==> config.mk <==
export PLATFORM = sky130hd
export DESIGN_NAME = ping_sync_ctrl
export DESIGN_NICKNAME = d
export VERILOG_FILES = /design/src/rtl/ping_sync_pkg.sv /design/src/rtl/ping_detect.sv /design/src/rtl/ping_window_ctr.sv /design/src/rtl/ping_first_hit.sv /design/src/rtl/ping_predictor.sv /design/src/rtl/ping_sync_ctrl.sv
export SDC_FILE = /design/constraint.sdc
export NUM_CORES = 1
export LEC_CHECK = 0
export BUFFER_PORTS_ARGS = -buffer_cell sky130_fd_sc_hd__buf_2
export CORE_UTILIZATION = 30
export DETAILED_ROUTE_END_ITERATION = 12
export HOLD_SLACK_MARGIN = 0.03
export PLACE_DENSITY_LB_ADDON = 0.3
export SYNTH_ARGS = -nofsm -noshare
export SYNTH_HDL_FRONTEND = slang
export SYNTH_SLANG_ARGS = --single-unit
export TNS_END_PERCENT = 1
==> constraint.sdc <==
create_clock -name clk -period 14.2 [get_ports clk]
set_input_delay 0.71 -clock clk [delete_from_list [all_inputs] [get_ports clk]]
set_output_delay 0.71 -clock clk [all_outputs]
set_load 0.01 [all_outputs]
==> src/rtl/ping_sync_pkg.sv <==
package ping_sync_pkg;

  // Controller phases: hunting, computing the next opening, waiting, and
  // capturing a short window around the predicted arrival.
  typedef enum logic [1:0] {
    ST_SEARCH = 2'd0,
    ST_PLAN   = 2'd1,
    ST_WAIT   = 2'd2,
    ST_TRACK  = 2'd3
  } sync_state_e;

  function automatic int unsigned max_u(input int unsigned a, input int unsigned b);
    return (a > b) ? a : b;
  endfunction

endpackage

==> src/rtl/ping_detect.sv <==
module ping_detect #(
  parameter int unsigned NUM_CH   = 4,
  parameter int unsigned SAMPLE_W = 14
) (
  input  logic [NUM_CH*SAMPLE_W-1:0] samples,
  input  logic [SAMPLE_W-1:0]        threshold,
  output logic                       hit
);

  logic [NUM_CH-1:0] over;

  generate
    for (genvar c = 0; c < NUM_CH; c++) begin : g_ch
      logic [SAMPLE_W-1:0] raw;
      logic [SAMPLE_W-1:0] mag;
      assign raw  = samples[c*SAMPLE_W +: SAMPLE_W];
      // Two's-complement magnitude; the most negative code maps to 2^(W-1).
      assign mag  = raw[SAMPLE_W-1] ? (~raw + SAMPLE_W'(1)) : raw;
      assign over[c] = (mag >= threshold);
    end
  endgenerate

  assign hit = |over;

endmodule

==> src/rtl/ping_window_ctr.sv <==
module ping_window_ctr #(
  parameter int unsigned LONG_LEN  = 10_500_000,
  parameter int unsigned SHORT_LEN = 1_250_000,
  localparam int unsigned MAX_LEN  = ping_sync_pkg::max_u(LONG_LEN, SHORT_LEN),
  localparam int unsigned CNT_W    = (MAX_LEN > 1) ? $clog2(MAX_LEN) : 1
) (
  input  logic clk,
  input  logic rst_n,
  input  logic tick,
  input  logic clear,
  input  logic use_long,
  output logic last
);

  localparam logic [CNT_W-1:0] LONG_END  = CNT_W'(LONG_LEN - 1);
  localparam logic [CNT_W-1:0] SHORT_END = CNT_W'(SHORT_LEN - 1);

  logic [CNT_W-1:0] cnt_q;
  logic [CNT_W-1:0] cnt_d;
  logic             cnt_en;

  assign last = (cnt_q == (use_long ? LONG_END : SHORT_END));

  always_comb begin
    cnt_en = clear | tick;
    if (clear)     cnt_d = '0;
    else if (last) cnt_d = '0;
    else           cnt_d = cnt_q + CNT_W'(1);
  end

  always_ff @(posedge clk or negedge rst_n) begin
    if (!rst_n)      cnt_q <= '0;
    else if (cnt_en) cnt_q <= cnt_d;
  end

endmodule

==> src/rtl/ping_first_hit.sv <==
module ping_first_hit #(
  parameter int unsigned TS_W = 32
) (
  input  logic            clk,
  input  logic            rst_n,
  input  logic            tick,
  input  logic            hit,
  input  logic            clear,
  input  logic [TS_W-1:0] timestamp,
  output logic            found_now,
  output logic [TS_W-1:0] first_ts
);

  logic            found_q;
  logic [TS_W-1:0] hit_ts_q;
  logic            take;

  // Only the first crossing of a window is kept.
  assign take      = tick & hit & ~found_q;
  assign found_now = found_q | (tick & hit);
  assign first_ts  = found_q ? hit_ts_q : timestamp;

  always_ff @(posedge clk or negedge rst_n) begin
    if (!rst_n)     found_q <= 1'b0;
    else if (clear) found_q <= 1'b0;
    else if (take)  found_q <= 1'b1;
  end

  always_ff @(posedge clk or negedge rst_n) begin
    if (!rst_n)                 hit_ts_q <= '0;
    else if (take && !clear)    hit_ts_q <= timestamp;
  end

endmodule

==> src/rtl/ping_predictor.sv <==
module ping_predictor #(
  parameter int unsigned TS_W   = 32,
  parameter int unsigned PERIOD = 10_000_000,
  parameter int unsigned HALF   = 625_000
) (
  input  logic            clk,
  input  logic            rst_n,
  input  logic            load,
  input  logic [TS_W-1:0] load_ts,
  input  logic            advance,
  input  logic [TS_W-1:0] timestamp,
  output logic            open_due
);

  localparam logic [TS_W-1:0] PERIOD_C = TS_W'(PERIOD);
  localparam logic [TS_W-1:0] HALF_C   = TS_W'(HALF);

  logic [TS_W-1:0] pred_q;
  logic [TS_W-1:0] pred_d;
  logic            pred_en;
  logic [TS_W-1:0] open_ts;
  logic [TS_W-1:0] lead;

  assign pred_en = load | advance;
  assign pred_d  = (load ? load_ts : pred_q) + PERIOD_C;

  // Modular difference: a non-negative result means the opening time has
  // been reached or passed, even across a rollover.
  assign open_ts  = pred_q - HALF_C;
  assign lead     = timestamp - open_ts;
  assign open_due = ~lead[TS_W-1];

  always_ff @(posedge clk or negedge rst_n) begin
    if (!rst_n)       pred_q <= '0;
    else if (pred_en) pred_q <= pred_d;
  end

endmodule

==> src/rtl/ping_sync_ctrl.sv <==
module ping_sync_ctrl #(
  parameter int unsigned NUM_CH       = 4,
  parameter int unsigned SAMPLE_W     = 14,
  parameter int unsigned TS_W         = 32,
  parameter int unsigned PERIOD_TICKS = 10_000_000,
  parameter int unsigned SEARCH_TICKS = 10_500_000,
  parameter int unsigned TRACK_TICKS  = 1_250_000
) (
  input  logic                       clk,
  input  logic                       rst_n,
  input  logic                       sample_valid,
  input  logic [NUM_CH*SAMPLE_W-1:0] samples,
  input  logic [SAMPLE_W-1:0]        threshold,
  input  logic [TS_W-1:0]            timestamp,
  input  logic                       debug_mode,
  output logic                       capture_en,
  output logic                       ping_valid,
  output logic [TS_W-1:0]            ping_ts,
  output logic                       locked
);

  import ping_sync_pkg::*;

  localparam int unsigned HALF_TICKS = TRACK_TICKS / 2;

  sync_state_e     st_q;
  sync_state_e     st_d;
  logic            hit;
  logic            last;
  logic            open_due;
  logic            found_now;
  logic [TS_W-1:0] first_ts;
  logic            abort;
  logic            win_active;
  logic            tick;
  logic            win_end;
  logic            report;
  logic            lost;
  logic            advance;
  logic            lock_en;

  ping_detect #(
    .NUM_CH   (NUM_CH),
    .SAMPLE_W (SAMPLE_W)
  ) u_detect (
    .samples   (samples),
    .threshold (threshold),
    .hit       (hit)
  );

  ping_window_ctr #(
    .LONG_LEN  (SEARCH_TICKS),
    .SHORT_LEN (TRACK_TICKS)
  ) u_window (
    .clk      (clk),
    .rst_n    (rst_n),
    .tick     (tick),
    .clear    (abort),
    .use_long (st_q == ST_SEARCH),
    .last     (last)
  );

  ping_first_hit #(
    .TS_W (TS_W)
  ) u_first (
    .clk       (clk),
    .rst_n     (rst_n),
    .tick      (tick),
    .hit       (hit),
    .clear     (win_end | abort),
    .timestamp (timestamp),
    .found_now (found_now),
    .first_ts  (first_ts)
  );

  ping_predictor #(
    .TS_W   (TS_W),
    .PERIOD (PERIOD_TICKS),
    .HALF   (HALF_TICKS)
  ) u_pred (
    .clk       (clk),
    .rst_n     (rst_n),
    .load      (report),
    .load_ts   (first_ts),
    .advance   (advance),
    .timestamp (timestamp),
    .open_due  (open_due)
  );

  // Debug mode pulls every non-search phase straight back to searching.
  assign abort      = debug_mode & (st_q != ST_SEARCH);
  assign win_active = ~abort & ((st_q == ST_SEARCH) | (st_q == ST_TRACK) |
                                ((st_q == ST_WAIT) & open_due));
  assign tick       = win_active & sample_valid;
  assign win_end    = tick & last;
  assign capture_en = win_active;

  always_comb begin
    st_d    = st_q;
    report  = 1'b0;
    lost    = 1'b0;
    advance = 1'b0;
    unique case (st_q)
      ST_SEARCH: begin
        if (win_end && found_now && !debug_mode) begin
          report = 1'b1;
          st_d   = ST_PLAN;
        end
      end
      ST_PLAN: begin
        if (abort)         st_d    = ST_SEARCH;
        else if (open_due) advance = 1'b1;
        else               st_d    = ST_WAIT;
      end
      ST_WAIT: begin
        if (abort)     st_d = ST_SEARCH;
        else if (tick) st_d = ST_TRACK;
      end
      ST_TRACK: begin
        if (abort) begin
          st_d = ST_SEARCH;
        end else if (win_end) begin
          if (found_now) begin
            report = 1'b1;
            st_d   = ST_PLAN;
          end else begin
            lost = 1'b1;
            st_d = ST_SEARCH;
          end
        end
      end
      default: st_d = ST_SEARCH;
    endcase
  end

  assign lock_en = report | lost | abort;

  always_ff @(posedge clk or negedge rst_n) begin
    if (!rst_n) st_q <= ST_SEARCH;
    else        st_q <= st_d;
  end

  always_ff @(posedge clk or negedge rst_n) begin
    if (!rst_n)       locked <= 1'b0;
    else if (lock_en) locked <= report;
  end

  always_ff @(posedge clk or negedge rst_n) begin
    if (!rst_n) ping_valid <= 1'b0;
    else        ping_valid <= report;
  end

  always_ff @(posedge clk or negedge rst_n) begin
    if (!rst_n)      ping_ts <= '0;
    else if (report) ping_ts <= first_ts;
  end

endmodule

==> results.cfg, run 1 <==
[run_status]
status = completed

[global_route]
grt_overflow = 0
grt_usage = 0.165
antenna_found_initial = 1
grt_max_degree = 87
grt_pass1_wl_um = 47000
first_global_vias = 8897

[clock_tree]
cts_made_buffers = 17
h-tree-depth = 4
cts.sinks = 125
clk_path_buf_depth = 2
hold_buffers = 0
tritoncts = yes
clkLatencyLatePin_ps = 420
path_clk_slew_ps = 60
post_cts_buffers = 0
cts-root-buf = clkbuf_16
post_cts_resized = 0

[placement]
dp_slack_ps = 6880
io_buffers = 140
hpwl_um = 21400
dp_cells = 1744
place.gp.congestion = 0.923

[synthesis]
yosysSeqAreaShare = 0.301
avgSynthCellArea_um2 = 8.77
synth_cell_type_count = 71
synth_area_leaders = dfrtp_1, ha_1, xnor2_1, mux2_2, nand2_1
syn-cell-area_um2 = 10400
synth_edf_count = 0
synth_largest_area_cell = dfrtp_1
synth-main-ff-cell = dfrtp_1
ys_warn_count = 0
syn_nets = 1417
yosys.area.top_type_share = 0.301
synthCells = 1186
netlist_top_cells_count = dfrtp_1, ha_1, nand2_1, o21ai_0, nor2_1
ys_ff_latch = 125
synth-async-reset-ratio = 1.00

[hold_path]
hold_class = in2async

[cells_and_area]
finalCoreUtilization = 0.360
final_cells = 1778
fill_cells = 3488
fin_nets = 1546
syn_to_final_growth_pct = 17.0
drive_above_1_share = 0.186
multi_input_area_um2 = 6820
seqCellArea_um2 = 3130

[route]
wl_met2_um = 12500
final_antenna_net_count = 0
wl_per_cell_um = 16.0
routed.top_layer = met4
m1WireLength_um = 13900
drt_iter0_markers = 531
drc = 0
viasPerCell = 5.10
firstDrtPassIters = 5
vias = 9072
route.met3.wl_um = 1540
wl_um = 28500

[timing]
fin_setup_tns_ps = 0
setup_ws_ps = 7330
hold_viol = 0
worst_slew_pin_slew_ps = 1130
finClkSkew_ps = 12.4
timing.slew.headroom = 0.244
min_period_over_period = 0.484
clock.fmax_ghz = 0.146
drv_slew = 0
setup_viol_count_final = 0
rsz0062_at_grt = false
finalCriticalPeriod_ps = 6870
timing.hold.ws_ps = 264

[setup_path]
cpMaxStageDelayCell = nor4_4
crit_path_frequent_cell = or4_1
crit_buf_inv = 2
cpPeakStageDelay_ps = 710
arrival_ps = 7160
end_kind = register
worst_setup_path_start_kind = primary input
crit_family = simple AND/OR/NAND/NOR gates
crit_fanout = 86
setup.worst_path.class = in2reg
cp.required_ps = 14490

[floorplanning]
die_w_um = 188
row_count = 67
chipHeight_um = 188
start_util = 0.307
coreArea_um2 = 33900
boundaryPins = 141
dieArea_um2 = 35400

[run]
cap_violations = 0

[pwr]
p_per_area_nw_per_um2 = 144
power_leakage_nw = 5.77
ir_drop_mv = 0.0883
[worst reg2reg max path, delay by kind of cell, from the launching register on]
| kind | cells | cell delay (ps) |
|---|---|---|
| adder cells (fa/ha/maj) | 2 | 550 |
| buffers and inverters | 2 | 460 |
| AO/OA/AOI/OAI | 8 | 2160 |
| AND/OR/NAND/NOR | 6 | 1280 |
| flip-flops | 1 | 370 |
| XOR/XNOR | 1 | 170 |
[area by class of cell]
type	count	area share
diodes	2	0.000411
clock buffers	20	0.0375
clock inverters	12	0.0110
inverters	85	0.0262
multi-input cells	940	0.560
flip-flops and latches	125	0.257
well taps	448	0.0460
repair buffers	146	0.0618
[final timing paths]
| kind | cells after the start | start | end | slack, ps |
|---|---|---|---|---|
| max in group asynchronous | 2 | rst_n | ping_ts[21] | 12630 |
| worst min-delay path | 1 | rst_n | ping_ts[9] | 260 |
| worst min register to register | 2 | ping_ts[13] | ping_ts[13] | 470 |
| worst max register to register | 19 | st_q[0] | u_pred.pred_q[27] | 9060 |
| min in group clk | 2 | ping_ts[13] | ping_ts[13] | 470 |
| worst max-delay path | 25 | samples[14] | u_pred.pred_q[29] | 7330 |
[placed cells by master (no fill, tap or decap), types with 4 or more instances in the layout]
cell | netlist | routed
a211o_1 | 5 | 5
a211oi_1 | 16 | 16
a21o_1 | 15 | 15
a21oi_1 | 52 | 52
and3_1 | 26 | 26
buf_2 | 7 | 139
buf_4 | 1 | 6
clkbuf_16 | 0 | 17
dfrtp_1 | 125 | 124
ha_1 | 125 | 125
inv_1 | 84 | 84
inv_6 | 0 | 4
mux2_2 | 42 | 42
mux2i_1 | 29 | 29
nand2_1 | 121 | 121
nand2b_1 | 17 | 17
nand3_1 | 29 | 29
nand4_1 | 22 | 22
nor2_1 | 87 | 87
nor2b_1 | 19 | 19
nor3_1 | 26 | 26
nor4_1 | 7 | 7
nor4b_1 | 4 | 4
o211a_1 | 5 | 5
o211ai_1 | 6 | 6
o21a_1 | 5 | 5
o21ai_0 | 88 | 88
o31ai_1 | 24 | 24
or2_2 | 4 | 4
or3_1 | 10 | 10
or4_1 | 6 | 6
xnor2_1 | 68 | 68
xor2_1 | 19 | 19
[flip-flops by register name, summed over array words and instances (netlist names)]
| signal | count |
|---|---|
| ping_valid | 1 |
| st_q | 2 |
| u_pred.pred_q | 32 |
| u_first.hit_ts_q | 32 |
| u_first.found_q | 1 |
| ping_ts | 32 |
| u_window.cnt_q | 24 |
| locked | 1 |
[per-layer routing]
metal  GRT usage  up-vias
li1            -     4517
met1       0.230     4294
met2       0.260      230
met3      0.0281       31
met4      0.0463        0
met5           0        -
[through the flow]
step                      total power, mW  area (um2)
after global routing                 1.90       12200
after floorplan                      1.10       10400
after CTS                            1.77       12200
after detailed placement             1.32       11600
final                                1.76       12200
after global placement               1.30       11600
[power by group]
| part | switching [mW] | internal (mW) | leakage [nW] |
|---|---|---|---|
| logic | 0.460 | 0.341 | 3.88 |
| clock network | 0.174 | 0.269 | 0.288 |
| registers | 0.0700 | 0.442 | 1.60 |
| total | 0.704 | 1.05 | 5.77 |
[logic make-up after synthesis]
family,synth area share
adder cells (fa/ha/maj),0.150
multiplexers,0.0734
flip-flops,0.301
AND/OR/NAND/NOR,0.190
AO/OA/AOI/OAI,0.166
buffers and inverters,0.0456
XOR/XNOR,0.0732
Note: power is estimated with default switching activity, not from simulation.
==> run 2: changes to the inputs <==
ABC_AREA = 1   (was default)
clock period = 6.2 ns   (was 14.2 ns; I/O delays follow)
==> results.cfg, run 2 <==
[clock_tree]
clkLatencyLatePin_ps = 430
h-tree-depth = 4
cts_made_buffers = 17
post_cts_buffers = 0
clk_path_buf_depth = 2
cts-root-buf = clkbuf_16
path_clk_slew_ps = 60
tritoncts = yes
cts.sinks = 125

[pwr]
p_sw_mw = 1.69
pwr-share-comb = 0.447
p_seq_frac = 0.283
pwr-share-clk = 0.270
p_per_area_nw_per_um2 = 313
power_leakage_nw = 6.62
intPower_mw = 2.22
ir_drop_mv = 0.181
sw_frac_of_total = 0.432

[run_status]
status = completed

[hold_path]
hold_end = u_first.hit_ts_q[14]
hold_class = in2reg
hold_depth = 3
worstHoldStart = timestamp[14]

[synthesis]
ys_ff_latch = 125
synth_area_leaders = dfrtp_1, nand2_1, ha_1, inv_1, o21ai_0
yosysSeqAreaShare = 0.293
netlist_top_cells_count = nand2_1, inv_1, dfrtp_1, ha_1, o21ai_0
synth_largest_area_cell = dfrtp_1
ys_warn_count = 0
syn-cell-area_um2 = 10700
synth-main-ff-cell = dfrtp_1
synthCells = 1528
synth_cell_type_count = 47
synth-async-reset-ratio = 1.00
avgSynthCellArea_um2 = 6.99
yosys.area.top_type_share = 0.293
syn_nets = 1759
synth_edf_count = 0
yosysMostFrequentCell = nand2_1

[setup_path]
cp.required_ps = 6500
crit_fanout = 46
worst_setup_path_start_kind = primary input
cpMaxStageDelayCell = nand2_4
crit_path_frequent_cell = nand2_1
cpPeakStageDelay_ps = 430
crit_family = simple AND/OR/NAND/NOR gates
rr_endpoint = u_pred.pred_q[21]
arrival_ps = 5390
r2r_start = u_pred.pred_q[29]
end_kind = register
cp_num_cells = 33
reg2reg_depth = 27
rrSetupSlack_ps = 1390
setup.worst_path.class = in2reg
crit_buf_inv = 4

[timing]
setup_viol_count_final = 0
drv_slew = 0
finalCriticalPeriod_ps = 5090
setup_ws_ps = 1110
fin_setup_tns_ps = 0
min_period_over_period = 0.820
clock.fmax_ghz = 0.197
finClkSkew_ps = 12.8
rsz0062_at_grt = false
timing.hold.ws_ps = 166
worst_slew_pin_slew_ps = 952
hold_viol = 0
timing.slew.headroom = 0.365

[floorplanning]
coreArea_um2 = 34800
die_w_um = 191
start_util = 0.307
dieArea_um2 = 36400
chipHeight_um = 191
row_count = 68
boundaryPins = 141

[run]
cap_violations = 0

[placement]
place.gp.congestion = 0.907
dp_slack_ps = 629
hpwl_um = 22700
placed_area_um2 = 11800
io_buffers = 140

[cells_and_area]
fill_cells = 3684
fin_nets = 1891
multi_input_area_um2 = 6550
finalCoreUtilization = 0.359
syn_to_final_growth_pct = 16.8
top_regs = ping_ts: 32 flops, u_first.hit_ts_q: 32 flops, u_pred.pred_q: 32 flops
final_area_um2 = 12500
drive_above_1_share = 0.147
seqCellArea_um2 = 3130
layout_common_cells = nand2_1, inv_1, buf_2
layout_commonest_cell = nand2_1

[global_route]
grt_overflow = 0
grt.busiest_layer = met2
grt_max_degree = 73
first_global_vias = 9770
use_met3 = 0.0245
grt_pass1_wl_um = 48600
groute.layer.met2.usage = 0.286
antenna_found_initial = 4
met1_usage = 0.216
grt_usage = 0.168

[route]
viasPerCell = 4.76
vias = 10100
wl_um = 29600
drt_iter0_markers = 479
firstDrtPassIters = 5
final_antenna_net_count = 0
wl_per_cell_um = 13.9
drc = 0
run 2: layout make-up:
| cell class | instances | area share |
|---|---|---|
| clock buffers | 19 | 0.0363 |
| diodes | 3 | 0.000602 |
| well taps | 455 | 0.0456 |
| clock inverters | 12 | 0.0129 |
| flip-flops and latches | 125 | 0.251 |
| repair buffers | 148 | 0.0617 |
| inverters | 225 | 0.0677 |
| multi-input cells | 1143 | 0.525 |
run 2: per-layer routing:
metal / wire length, um / up-vias / share of wire
met4: 580 / 0 / 0.020
li1: - / 5230 / -
met5: 0 / - / 0
met1: 13900 / 4665 / 0.47
met3: 1020 / 40 / 0.034
met2: 14100 / 195 / 0.48
run 2: repair_timing:
| action | in CTS | in global routing |
|---|---|---|
| gates resized for setup | 0 | 0 |
| hold buffers | 1 | 0 |
| hold endpoints to repair | 53 | 0 |
run 2: worst max path at each step:
stage	to	startpoint
after floorplan	u_pred.pred_q[29]	samples[0]
after CTS	u_pred.pred_q[21]	samples[0]
after global placement	u_pred.pred_q[21]	samples[42]
after detailed placement	u_pred.pred_q[21]	samples[0]
final	u_pred.pred_q[21]	samples[0]
after global routing	u_pred.pred_q[21]	samples[0]
run 2: stage by stage:
step	std cells	total power, mW
2_1_floorplan	1528	2.39
3_3_place_gp	2095	2.83
3_5_place_dp	2095	2.87
4_1_cts	2127	3.95
5_1_grt	2130	4.27
6_report	2130	3.90
run 2: worst min-delay path, delay by kind of cell:
kind	cells	cell delay, ps
AOI/OAI and AO/OA	1	80
buffers and inverters	2	160
run 2: kinds of logic after synthesis:
| kind of cell | after synthesis | share of synthesized area |
|---|---|---|
| compound gates | 213 | 0.113 |
| simple gates | 742 | 0.302 |
| fa+ha+maj | 125 | 0.146 |
| xor+xnor | 63 | 0.0516 |
| flops | 125 | 0.293 |
| buf+inv | 260 | 0.0948 |
run 2: power by group through the flow:
| stage | logic (mW) | registers, mW | clock network, mW |
|---|---|---|---|
| global route | 2.03 | 1.13 | 1.11 |
| floorplan | 1.31 | 1.09 | 0 |
| detailed placement | 1.75 | 1.12 | 0 |
| global placement | 1.72 | 1.11 | 0 |
| finish | 1.75 | 1.10 | 1.05 |
| CTS | 1.76 | 1.10 | 1.08 |
==> run 3: changes to the inputs <==
clock period = 4.17 ns   (was 6.2 ns; I/O delays follow)
==> results.cfg, run 3 (same netlist as run 2, synthesis figures left out) <==
[route]
routed.top_layer = met4
m1WireLength_um = 14500
final_antenna_net_count = 0
firstDrtPassIters = 5
wl_per_cell_um = 13.7
drc = 0
wl_um = 30800
route.met3.wl_um = 880
vias = 10500
drt_iter0_markers = 489
viasPerCell = 4.67
wl_met2_um = 15000

[clock_tree]
cts_made_buffers = 17
clkLatencyLatePin_ps = 420
cts.sinks = 125
path_clk_slew_ps = 60
h-tree-depth = 4
clk_path_buf_depth = 2
cts-root-buf = clkbuf_16
tritoncts = yes

[cells_and_area]
top_regs = ping_ts: 32 flops, u_first.hit_ts_q: 32 flops, u_pred.pred_q: 32 flops
drive_above_1_share = 0.222
fin_nets = 2010
layout_common_cells = nand2_1, inv_1, buf_2
syn_to_final_growth_pct = 26.9
final_cells = 2247
layout_commonest_cell = nand2_1

[setup_path]
setup.worst_path.class = reg2reg
crit_fanout = 18
cpMaxStageDelayCell = dfrtp_1
cp.required_ps = 4460
worst_setup_path_start_kind = register
crit_path_frequent_cell = nand2_1
end_kind = register
crit_buf_inv = 5
crit_family = simple AND/OR/NAND/NOR gates
arrival_ps = 4220
cpPeakStageDelay_ps = 420

[timing]
min_period_over_period = 0.942
worst_slew_pin_slew_ps = 621
hold_viol = 0
clock.fmax_ghz = 0.254
setup_ws_ps = 240
finalCriticalPeriod_ps = 3930
timing.slew.headroom = 0.586
drv_slew = 0
setup_viol_count_final = 0
rsz0062_at_grt = true
finClkSkew_ps = 14.5

[floorplanning]
chipHeight_um = 191
boundaryPins = 141
start_util = 0.307
dieArea_um2 = 36400
coreArea_um2 = 34800
row_count = 68
die_w_um = 191

[pwr]
ir_drop_mv = 0.370
p_per_area_nw_per_um2 = 448
fin_total_pwr_mw = 6.08
power_leakage_nw = 7.20

[hold_path]
hold_class = in2reg

[run_status]
status = completed

[global_route]
grt_max_degree = 63
grt_usage = 0.174
antenna_found_initial = 1
first_global_vias = 10200
grt_overflow = 0
grt_pass1_wl_um = 50800

[run]
cap_violations = 0

[placement]
io_buffers = 140
hpwl_um = 24300
dp_slack_ps = -412
place.gp.congestion = 0.899
dp_cells = 2211
==> run 3: final timing paths <==
check	end	cells after the start	startpoint	slack (ps)
max	u_pred.pred_q[16]	29	u_pred.pred_q[25]	240
min	u_first.hit_ts_q[14]	3	timestamp[14]	80
max reg2reg	u_pred.pred_q[16]	29	u_pred.pred_q[25]	240
min reg2reg	ping_ts[30]	2	ping_ts[30]	460
max in group asynchronous	u_pred.pred_q[20]	3	rst_n	2850
min in group asynchronous	ping_ts[29]	2	rst_n	370
==> run 3: layout make-up <==
| type | instances | area (um2) |
|---|---|---|
| Clock inverter | 7 | 90.1 |
| Multi-Input combinational cell | 1143 | 6740 |
| Antenna cell | 3 | 7.51 |
| Tap cell | 455 | 569 |
| Timing Repair Buffer | 267 | 1700 |
| Fill cell | 3664 | 21200 |
| Clock buffer | 22 | 474 |
| Inverter | 225 | 845 |
| Sequential cell | 125 | 3130 |
==> run 3: worst reg2reg max path: cells and delay by family (launching register included) <==
kind                     cells  cell delay (ps)
AO/OA/AOI/OAI                2              300
XOR/XNOR                     1              110
adder cells (fa/ha/maj)      2              550
buffers and inverters        5              570
flip-flops                   1              420
AND/OR/NAND/NOR             19             1860
==> run 3: routing by layer <==
layer	global-route usage	vias up
li1	-	5445
met1	0.225	4831
met2	0.304	184
met3	0.0202	23
met4	0.0474	0
met5	0	-
==> run 3: power breakdown <==
group	leakage, nW	switching [mW]	internal, mW
registers	1.65	0.177	1.47
clock network	0.274	0.547	0.914
logic	5.28	1.84	1.12
==> run 3: per-stage QoR <==
stage | util | setup TNS, ps | hold WS (ps) | instance area, um2
after CTS | 0.383 | 0 | 67.1 | 13300
after floorplan | - | 0 | -87.1 | 10700
after global placement | 0.367 | -4630 | 251 | 12800
final | 0.390 | 0 | 78.3 | 13600
after global routing | 0.389 | -792 | 77.4 | 13600
after detailed placement | 0.367 | -6840 | 257 | 12800
==> run 3: what timing repair did <==
item / 4_1_cts / 5_1_grt
hold endpoints to repair: 60 / 0
resized for setup: 0 / 42
buffers inserted: 0 / 3
setup endpoints to repair: 0 / 25
hold buffers: 1 / 0
